==> src/rtl/pri_irq_agg.sv <==
module pri_irq_agg #(
  parameter int IMPL_UNITS = 6
) (
  input  logic       clk,
  input  logic       rst_n,
  input  logic [7:0] req_a,
  input  logic [7:0] req_b,
  input  logic       bus_sel,
  input  logic       bus_wr,
  input  logic [7:0] bus_addr,
  input  logic [7:0] bus_wdata,
  output logic [7:0] rd_data,
  output logic       irq_a_n,
  output logic       irq_b_n
);

  localparam int UNITS = 8;
  localparam logic [UNITS-1:0] IMPL_MASK = UNITS'((1 << IMPL_UNITS) - 1);
  localparam logic [7:0] ADR_STAT_A = 8'h01;
  localparam logic [7:0] ADR_STAT_B = 8'h02;
  localparam logic [7:0] ADR_FORCE  = 8'h03;

  logic [UNITS-1:0] stat_a, stat_b, force_q;
  logic [7:0]       rd_mux;

  wire rd_stb = bus_sel && !bus_wr;
  wire wr_force = bus_sel && bus_wr && (bus_addr == ADR_FORCE);
  wire [UNITS-1:0] view_a = stat_a | force_q;
  wire [UNITS-1:0] view_b = stat_b | force_q;

  always_ff @(posedge clk or negedge rst_n)
    if (!rst_n) begin
      stat_a <= '0;
      stat_b <= '0;
    end else begin
      stat_a <= req_a & IMPL_MASK;
      stat_b <= req_b & IMPL_MASK;
    end

  always_ff @(posedge clk or negedge rst_n)
    if (!rst_n)        force_q <= '0;
    else if (wr_force) force_q <= bus_wdata & IMPL_MASK;

  always_comb
    case (bus_addr)
      ADR_STAT_A: rd_mux = view_a;
      ADR_STAT_B: rd_mux = view_b;
      ADR_FORCE:  rd_mux = force_q;
      default:    rd_mux = 8'h00;
    endcase

  always_ff @(posedge clk or negedge rst_n)
    if (!rst_n)      rd_data <= 8'h00;
    else if (rd_stb) rd_data <= rd_mux;

  assign irq_a_n = ~|view_a;
  assign irq_b_n = ~|view_b;

  assert_req_a_raises_R4: assert property (@(posedge clk) disable iff (!rst_n)
    ($past(rst_n) && |($past(req_a) & IMPL_MASK)) |-> !irq_a_n);

  assert_req_b_raises_R4: assert property (@(posedge clk) disable iff (!rst_n)
    ($past(rst_n) && |($past(req_b) & IMPL_MASK)) |-> !irq_b_n);

  assert_self_clear_R3: assert property (@(posedge clk) disable iff (!rst_n)
    ($past(rst_n) && (($past(req_a) & IMPL_MASK) == 0) && force_q == 0) |-> irq_a_n);

  assert_force_hold_R5: assert property (@(posedge clk) disable iff (!rst_n)
    ($past(rst_n) && !$past(wr_force)) |-> $stable(force_q));

  assert_rd_hold_R8: assert property (@(posedge clk) disable iff (!rst_n)
    ($past(rst_n) && !$past(rd_stb)) |-> $stable(rd_data));

  assert_tied_off_zero_R6: assert property (@(posedge clk) disable iff (!rst_n)
    (rd_data & ~IMPL_MASK) == 8'h00);

endmodule

==> config.mk <==
export PLATFORM = sky130hd
export DESIGN_NAME = pri_irq_agg
export DESIGN_NICKNAME = d
export VERILOG_FILES = /design/src/rtl/pri_irq_agg.sv
export SDC_FILE = /design/constraint.sdc
export NUM_CORES = 1
export LEC_CHECK = 0
export BUFFER_PORTS_ARGS = -buffer_cell sky130_fd_sc_hd__clkbuf_2
export CORE_MARGIN = 1
export CORE_UTILIZATION = 40
export DETAILED_ROUTE_END_ITERATION = 10
export GPL_ROUTABILITY_DRIVEN = 0
export GPL_TIMING_DRIVEN = 0
export PLACE_DENSITY = 0.8
export REMOVE_ABC_BUFFERS = 1
export SLEW_MARGIN = 20
export SYNTH_ARGS = -nofsm -noshare
export SYNTH_HDL_FRONTEND = slang
export SYNTH_SLANG_ARGS = --single-unit
export TNS_END_PERCENT = 50
==> constraint.sdc <==
create_clock -name clk -period 1.3 [get_ports clk]
set_input_delay 0.26 -clock clk [delete_from_list [all_inputs] [get_ports clk]]
set_output_delay 0.26 -clock clk [all_outputs]
set_load 0.02 [all_outputs]
==> summary.md <==
| Metric | Value |
|---|---|
| Sequential area share after synthesis | 0.611 |
| Place WS | -0.309 ns |
| First-pass GRT wire length | 2.93 mm |
| Clock Latency Late Sink | between 0.3 and 0.4 ns |
| R2r setup slk | between 0.2 and 0.25 ns |
| P per Cell Area | 1120 nW/um2 |
| Crit Path Category | flop to primary output |
| Die Height | between 50 and 60 um |
| Ant diodes | 0 |
| Fin crit period | approximately 1.9 ns |
| Clock sinks | 24 |
| Top achievable clock speed | around 510 MHz |
| Final WS setup | -0.645 ns |
| Largest net degree at the start of global routing | 25 |
| Crit-path max FO | 2 |
| WHS Endpoint | stat_a[2]$_DFF_PN0_ |
| Critical Path RT | ~1.0 ns |
| GR Overflow Total | 0 |
| All-Layer GR Usage | 0.154 |
| Fin. max-slew vios | 0 |
| P_leak | about 0.00063 uW |
| Failing checks | negative setup slack |
| Final Hold Vio Count | 0 |
| Outcome | finished with violations |
| FF-to-FF path depth | 4 |
| Commonest non-fill, non-tap cell in the layout | clkbuf_2 |
| Row count | 17 |
| Clock tree buffer depth | 2 |
| Worst VDD drop | 0.900 mV |
| Crit path launch type | flop |
| Core area | between 2000 and 2500 um2 |
| Root Buffer | clkbuf_4 |
| Area share of the largest cell type after synthesis | 0.611 |
| Post-synthesis register bit count | 24 |
| Layout cell share with drive strength beyond 1 | 0.491 |
| Hold_sp | req_a[2] |
| Synth area leaders | dfrtp_1 (61%), mux2_4 (9.2%), a21oi_1 (6.1%) |
| WL final | between 1.5 and 2 mm |
| Synth unique cells | 19 |
| Cells after Synth | 75 |
| Setup Viol. Count Final | 2 |
| Most frequent cells in the layout | clkbuf_2 (35), dfrtp_1 (24), a21oi_1 (12) |
| Area leader, netlist | dfrtp_1 |
| Layout net count | 153 |
| Via count of the routed design | between 700 and 800 |
| Max_cap viols | 0 |
| Cts bufs inserted | 3 |
| Vias/cell | 5.36 |
| Number of global-route vias before repair | about 690 |
| Final Skew | 0.00418 ns |
| Drt pass-1 iters | 7 |
| Critical path arrival | 1.68 ns |
| CP endpoint kind | primary output |
| Hold path depth | 1 |
| Rel. slew slack | 0.631 |
| Worst Tran Pin Value | around 0.55 ns |
| Initial Util | 0.436 |
| Final worst-path cycle share | 1.50 |
| Final core occ | 0.575 |
| Port Buffer Count | 37 |
| DR WL/cell | 13.6 um |
| IO Count | between 40 and 50 |
| Total Neg Setup Slack | -1.27 ns |
| Die X-Extent | 51.6 um |
| Die Footprint | roughly 2700 um2 |
| # H-tree levels | 1 |
| Yosys Warn Count | 0 |
| Total Power | roughly 1500 uW |
| Tightest Hold Check Type | primary input to flop |
| Mapped Area | approximately 1000 um2 |
| Drt drc | 0 |
| Antenna violations before repair | 0 |
| Reg clk slew, reported paths | 0.13 ns |
| Syn_area_per_cell | approximately 13 um2 |
| Initial detailed-routing violation count | 11 |
| Remaining antenna violation count after routing | 0 |
| Worst r2r dst | rd_data[4]$_DFFE_PN0P_ |
| RSZ-0062 raised after global routing | yes |
| TritonCTS clock tree | built |
| Synth-to-layout area growth | 32.1% |
| Reg2reg start | stat_a[4]$_DFF_PN0_ |
-- sequential cells by signal, indices dropped and copies added (netlist names) --
register  flops
stat_a        6
stat_b        6
force_q       6
rd_data       6
-- cell type report --
type,count,area [um2]
fillers,200,957
flip-flops and latches,24,601
clock inverters,1,30.0
multi-input cells,46,387
clock buffers,3,22.5
inverters,2,7.51
repair buffers,40,215
well taps,28,35.0
-- metrics by stage --
step | hold slack (ns) | area, um2 | instances
6_report | 0.0417 | 1300 | 144
5_1_grt | 0.0275 | 1300 | 144
4_1_cts | 0.0434 | 1260 | 142
3_5_place_dp | 0.269 | 1180 | 137
3_3_place_gp | 0.264 | 1180 | 137
2_1_floorplan | -0.0356 | 963 | 72
-- how the worst max path moves through the flow --
stage | slack, ns | startpoint | end
6_report | -0.64 | stat_a[4]$_DFF_PN0_ | irq_a_n
5_1_grt | -0.72 | force_q[5]$_DFFE_PN0P_ | irq_b_n
4_1_cts | -0.62 | stat_a[4]$_DFF_PN0_ | irq_a_n
3_5_place_dp | -0.31 | stat_a[4]$_DFF_PN0_ | irq_a_n
3_3_place_gp | -0.30 | stat_a[4]$_DFF_PN0_ | irq_a_n
2_1_floorplan | -0.45 | stat_a[4]$_DFF_PN0_ | irq_a_n
-- cell families (layout without fill, tap and decap cells) --
family                 count (synthesis)  count (layout)  share of synthesized area
buffers and inverters                  6              46                     0.0306
other                                  1               2                    0.00382
AND/OR/NAND/NOR                       13              13                     0.0892
AO/OA/AOI/OAI                         25              25                      0.173
multiplexers                           6               6                     0.0917
flip-flops                            24              24                      0.611
-- repair_timing --
item | CTS | global route
hold buffers | 1 | 0
resized for setup | 3 | 6
hold endpoints to repair | 24 | 0
buffers inserted | 0 | 2
pin swaps | 2 | 2
setup endpoints to repair | 2 | 2
-- layer usage --
metal	vias to the layer above	global-route usage	share of wire
li1	359	-	-
met1	364	0.189	0.41
met2	47	0.281	0.50
met3	2	0.0205	0.078
met4	0	0.0405	0.0071
met5	-	0	0
-- critical path: stages, from the launching register on --
cell     delay [ns]
dfrtp_1        0.40
or4_4          0.55
nor4_4         0.24
buf_4          0.18
-- where the power goes --
part           total, uW  switching (uW)  leakage, uW  internal, uW
registers            792            20.9     0.000307           771
clock network        524             212    0.0000279           312
logic                144            76.0     0.000295          67.6
-- cells in the mapped netlist, drive strengths merged --
cell type,instances
buf,2
or4,2
conb,1
inv,2
clkbuf,2
nor4,4
a21oi,12
nand4,1
dfrtp,24
nand2,2
a22o,6
mux2,6
nand2b,1
o22ai,6
nor2,3
a211oi,1
Note: power is estimated with default switching activity, not from simulation.
